==> src/rtl/burst_pkg.sv <==
package burst_pkg;
  // One-hot so each output is a single flop bit (no decode glitches).
  typedef enum logic [2:0] {
    ST_IDLE = 3'b001,
    ST_RUN  = 3'b010,
    ST_DONE = 3'b100
  } burst_state_e;

  localparam int unsigned RUN_BIT  = 1;
  localparam int unsigned DONE_BIT = 2;
  localparam int unsigned IDLE_BIT = 0;
endpackage

==> src/rtl/burst_counter.sv <==
module burst_counter #(
  parameter int unsigned CNT_W = 4
) (
  input  logic             clk,
  input  logic             rst_n,
  input  logic             load,
  input  logic [CNT_W-1:0] load_val,
  input  logic             dec,
  output logic             last
);
  localparam logic [CNT_W-1:0] ONE = CNT_W'(1);

  logic [CNT_W-1:0] cnt_q, cnt_d;
  logic             cnt_en;

  always_comb begin
    cnt_en = load | dec;
    cnt_d  = cnt_q;
    if (load)     cnt_d = load_val;
    else if (dec) cnt_d = cnt_q - ONE;
  end

  always_ff @(posedge clk or negedge rst_n) begin
    if (!rst_n)      cnt_q <= '0;
    else if (cnt_en) cnt_q <= cnt_d;
  end

  assign last = (cnt_q == ONE);
endmodule

==> src/rtl/burst_capture.sv <==
module burst_capture #(
  parameter int unsigned DATA_W = 8
) (
  input  logic              clk,
  input  logic              rst_n,
  input  logic              load,
  input  logic [DATA_W-1:0] d,
  output logic [DATA_W-1:0] q
);
  always_ff @(posedge clk or negedge rst_n) begin
    if (!rst_n)    q <= '0;
    else if (load) q <= d;
  end
endmodule

==> src/rtl/burst_fsm.sv <==
module burst_fsm
  import burst_pkg::*;
(
  input  logic         clk,
  input  logic         rst_n,
  input  logic         accept,
  input  logic         zero_k,
  input  logic         last,
  output burst_state_e state_q
);
  burst_state_e state_d;

  always_comb begin
    state_d = state_q;
    unique case (state_q)
      ST_IDLE: if (accept) state_d = zero_k ? ST_DONE : ST_RUN;
      ST_RUN:  if (last)   state_d = ST_DONE;
      ST_DONE:             state_d = ST_IDLE;
      default:             state_d = ST_IDLE;
    endcase
  end

  always_ff @(posedge clk or negedge rst_n) begin
    if (!rst_n) state_q <= ST_IDLE;
    else        state_q <= state_d;
  end
endmodule

==> src/rtl/burst_clken.sv <==
module burst_clken
  import burst_pkg::*;
#(
  parameter int unsigned DATA_W = 8,
  parameter int unsigned CNT_W  = 4
) (
  input  logic              clk,
  input  logic              rst_n,
  input  logic              in_valid,
  output logic              in_ready,
  input  logic [DATA_W-1:0] in_data,
  input  logic [CNT_W-1:0]  in_count,
  output logic [DATA_W-1:0] data_out,
  output logic              clk_en,
  output logic              busy,
  output logic              in_ack
);
  burst_state_e state_q;
  logic         accept;
  logic         zero_k;
  logic         last;
  logic         running;

  assign in_ready = state_q[IDLE_BIT];
  assign running  = state_q[RUN_BIT];
  assign accept   = in_valid & in_ready;
  assign zero_k   = (in_count == '0);

  burst_fsm u_fsm (
    .clk     (clk),
    .rst_n   (rst_n),
    .accept  (accept),
    .zero_k  (zero_k),
    .last    (last),
    .state_q (state_q)
  );

  burst_counter #(.CNT_W(CNT_W)) u_cnt (
    .clk      (clk),
    .rst_n    (rst_n),
    .load     (accept),
    .load_val (in_count),
    .dec      (running),
    .last     (last)
  );

  burst_capture #(.DATA_W(DATA_W)) u_cap (
    .clk   (clk),
    .rst_n (rst_n),
    .load  (accept),
    .d     (in_data),
    .q     (data_out)
  );

  assign clk_en = state_q[RUN_BIT];
  assign in_ack = state_q[DONE_BIT];
  assign busy   = ~state_q[IDLE_BIT];
endmodule

==> config.mk <==
export PLATFORM = sky130hd
export DESIGN_NAME = burst_clken
export DESIGN_NICKNAME = d
export VERILOG_FILES = /design/src/rtl/burst_pkg.sv /design/src/rtl/burst_counter.sv /design/src/rtl/burst_capture.sv /design/src/rtl/burst_fsm.sv /design/src/rtl/burst_clken.sv
export SDC_FILE = /design/constraint.sdc
export NUM_CORES = 1
export LEC_CHECK = 0
export BUFFER_PORTS_ARGS = -buffer_cell sky130_fd_sc_hd__buf_4
export CORE_MARGIN = 2
export CORE_UTILIZATION = 45
export CTS_CLUSTER_SIZE = 30
export DETAILED_ROUTE_END_ITERATION = 10
export PLACE_DENSITY_LB_ADDON = 0.12
export SLEW_MARGIN = 0
export SYNTH_ARGS = -nofsm -noshare
export SYNTH_HDL_FRONTEND = slang
export SYNTH_SLANG_ARGS = --single-unit
==> constraint.sdc <==
create_clock -name clk -period 1.75 [get_ports clk]
set_input_delay 0.0875 -clock clk [delete_from_list [all_inputs] [get_ports clk]]
set_output_delay 0.0875 -clock clk [all_outputs]
set_load 0.1 [all_outputs]
==> results.py <==
metrics = {
    "outcome": {
        "status": "complete, no violations",
    },
    "finish": {
        "drive_above_1_share_pct": 50.0,
        "antenna_cells": 0,
        "synthToLayoutAreaGrowth_pct": 36.9,
        "nFillCells": 103,
        "nNetsFinal": 102,
    },
    "synth": {
        "synthesis.area_sq_um": 676,
        "netlist_instances": 54,
        "ys_seq_area_share_pct": 55.7,
        "synth_area_leader_cell": "dfrtp_1",
        "ys_seq_elements": 15,
        "synth_area_leaders": "dfrtp_1 52%, mux2_2 15%, dfstp_2 3.9%",
        "syn_avg_cell_area_sq_um": 12.5,
        "synth_warnings": 0,
        "synth.top_cell.area_share_pct": 51.9,
        "synth_fp_nets": 71,
        "yosysUniqueCellTypes": 20,
    },
    "critical_path": {
        "cp-endpoint": "u_cap.q[0]",
        "critPathSlowestCell": "dfstp_4",
        "r2r_start": "u_fsm.state_q[0]",
        "startpoint_type": "flop",
        "cp.arrival_ns": 1.67,
        "reg2regPathDepth": 2,
        "rr_endpoint": "u_cap.q[0]",
        "cp_cell_sequence": "nand2_1, mux2_2",
        "crit_start": "u_fsm.state_q[0]",
        "endpoint_kind": "flop",
        "r2r_slack_ns": 0.25,
        "critPathKind": "flop to flop",
        "worst-path-max-fanout": 16,
        "worstPathRequired_ns": 1.92,
        "cpPeakStageDelay_ns": 0.64,
    },
    "clock_network": {
        "post-cts-setup-buffers": 0,
        "clkLatencyLatePin_ns": 0.28,
        "cts.sinks": 15,
        "numCtsBuffers": 3,
        "cts_tree": "built",
        "ctsResizeCount": 0,
        "path_clk_slew_ns": 0.09,
        "cts_root_buf": "clkbuf_4",
        "cts_max_level": 1,
        "cts_max_path_buffers": 2,
    },
    "routing": {
        "wl_per_cell_um": 12.7,
        "drc_errors": 0,
        "dr.pass1.iters": 3,
        "num_vias": 487,
        "final_antenna_net_count": 0,
        "routed_wl_um": 1260,
        "via_per_inst": 4.92,
        "drtIter0Drc": 6,
    },
    "timing": {
        "tns_ns": 0,
        "rsz0062_at_grt": "false",
        "min_period_over_period_pct": 85.8,
        "clock.fmax_mhz": 666,
        "worst_slew_pin_slew_ns": 0.580,
        "drv_slew": 0,
        "hold_violations": 0,
        "slew_headroom_pct": 61.3,
        "skew_ns": 0.00230,
        "finalSetupViolCount": 0,
        "fin_crit_ns": 1.50,
    },
    "floorplan": {
        "start_util_pct": 50.0,
        "die_x_um": 42.8,
        "core_area_sq_um": 1350,
        "io_pins": 27,
        "die_area_sq_um": 1830,
        "die_h_um": 42.8,
        "row_count": 13,
    },
    "global_route": {
        "grt_pass1_vias": 495,
        "grt.total_usage_pct": 16.5,
        "grt_pass1_wl_um": 2170,
        "gr-total-overflow": 0,
        "antenna_found_initial": 0,
        "grt_max_degree": 17,
    },
    "worst_hold_path": {
        "hold_start": "in_data[2]",
        "worstHoldPathType": "input pin to flop",
    },
    "placed_design": {
        "numPortBuffers": 26,
        "place.gp.congestion": 0.713,
    },
    "job": {
        "drv_cap": 0,
    },
}
-- cell families (layout without fill, tap and decap cells) --
family / Yosys count / count (layout) / synth area share, %
mux: 9 / 9 / 15.0
flops: 15 / 15 / 55.7
compound gates: 8 / 8 / 7.59
xor+xnor: 3 / 3 / 3.89
buf+inv: 4 / 34 / 2.41
simple gates: 13 / 13 / 11.7
fa+ha+maj: 2 / 2 / 3.70
-- Yosys cell counts --
library cell and count:
dfrtp_1 14, mux2_2 9, nor2_1 6, a21oi_1 4
inv_1 3, ha_1 2, nand2_1 2, xnor2_1 2
a211o_1 1, a21bo_2 1, a21o_1 1, and3b_1 1
buf_2 1, dfstp_2 1, nand2b_1 1, nand3b_1 1
nor4b_2 1, o21ai_1 1, or4_4 1, xor2_1 1
-- per-stage QoR --
stage	area, sq um	hold WS, ns	instances	setup WS (ns)	utilization [%]
2_1_floorplan	679	-0.208	54	0.0191	-
3_3_place_gp	888	-0.0484	94	0.276	65.8
3_5_place_dp	888	-0.0485	94	0.257	65.8
4_1_cts	925	0.0203	99	0.232	68.5
5_1_grt	925	0.00924	99	0.143	68.5
6_report	925	0.0312	99	0.248	68.5
-- worst min-delay path by stage --
| stage | endpoint | slack [ns] | cells past startpoint |
|---|---|---|---|
| 6_report | u_cap.q[2] | 0.03 | 2 |
| 5_1_grt | u_cap.q[2] | 0.009 | 2 |
| 4_1_cts | u_cap.q[2] | 0.02 | 2 |
| 3_5_place_dp | u_cap.q[3] | -0.05 | 1 |
| 3_3_place_gp | u_cap.q[5] | -0.05 | 1 |
| 2_1_floorplan | u_cap.q[0] | -0.21 | 0 |
-- cell usage in the layout, fill, tap and decap left out, drive strengths merged --
cell and n:
a211o 1, a21bo 1, a21o 1, a21oi 4
and3b 1, buf 26, clkbuf 4, dfrtp 14
dfstp 1, dlygate4sd3 1, ha 2, inv 3
mux2 9, nand2 2, nand2b 1, nand3b 1
nor2 6, nor4b 1, o21ai 1, or4 1
xnor2 2, xor2 1
-- worst max-delay path, delay by kind of cell, from the launching register on --
family,cells,cell delay [ns]
mux,1,0.41
simple gates,1,0.34
flops,1,0.64
-- cell type report --
| class | count | area [sq um] | share of cell area, % |
|---|---|---|---|
| multi-input cells | 35 | 283 | 30.6 |
| repair buffers | 27 | 205 | 22.2 |
| well taps | 15 | 18.8 | 2.03 |
| inverters | 3 | 11.3 | 1.22 |
| clock buffers | 4 | 26.3 | 2.84 |
| flip-flops and latches | 15 | 380 | 41.1 |
-- flip-flops by register name (all words and copies together), names as in the netlist --
register / flops
u_cap.q: 8
u_cnt.cnt_q: 4
u_fsm.state_q: 3
-- per-layer routing --
| layer | global-route usage (%) | share of wire [%] | up-vias |
|---|---|---|---|
| met2 | 26.1 | 50 | 14 |
| met4 | 7.50 | 0.88 | 0 |
| met1 | 20.5 | 44 | 228 |
| li1 | - | - | 243 |
| met5 | 0 | 0 | - |
| met3 | 5.11 | 5.0 | 2 |
-- what timing repair did --
item                                    CTS  global route
hold endpoints to repair                 15             0
endpoints found under the setup margin    0             0
hold buffers                              1             0
Power is not shown: default switching activity piles up to over one toggle a cycle in this logic, so the estimate is an artifact.
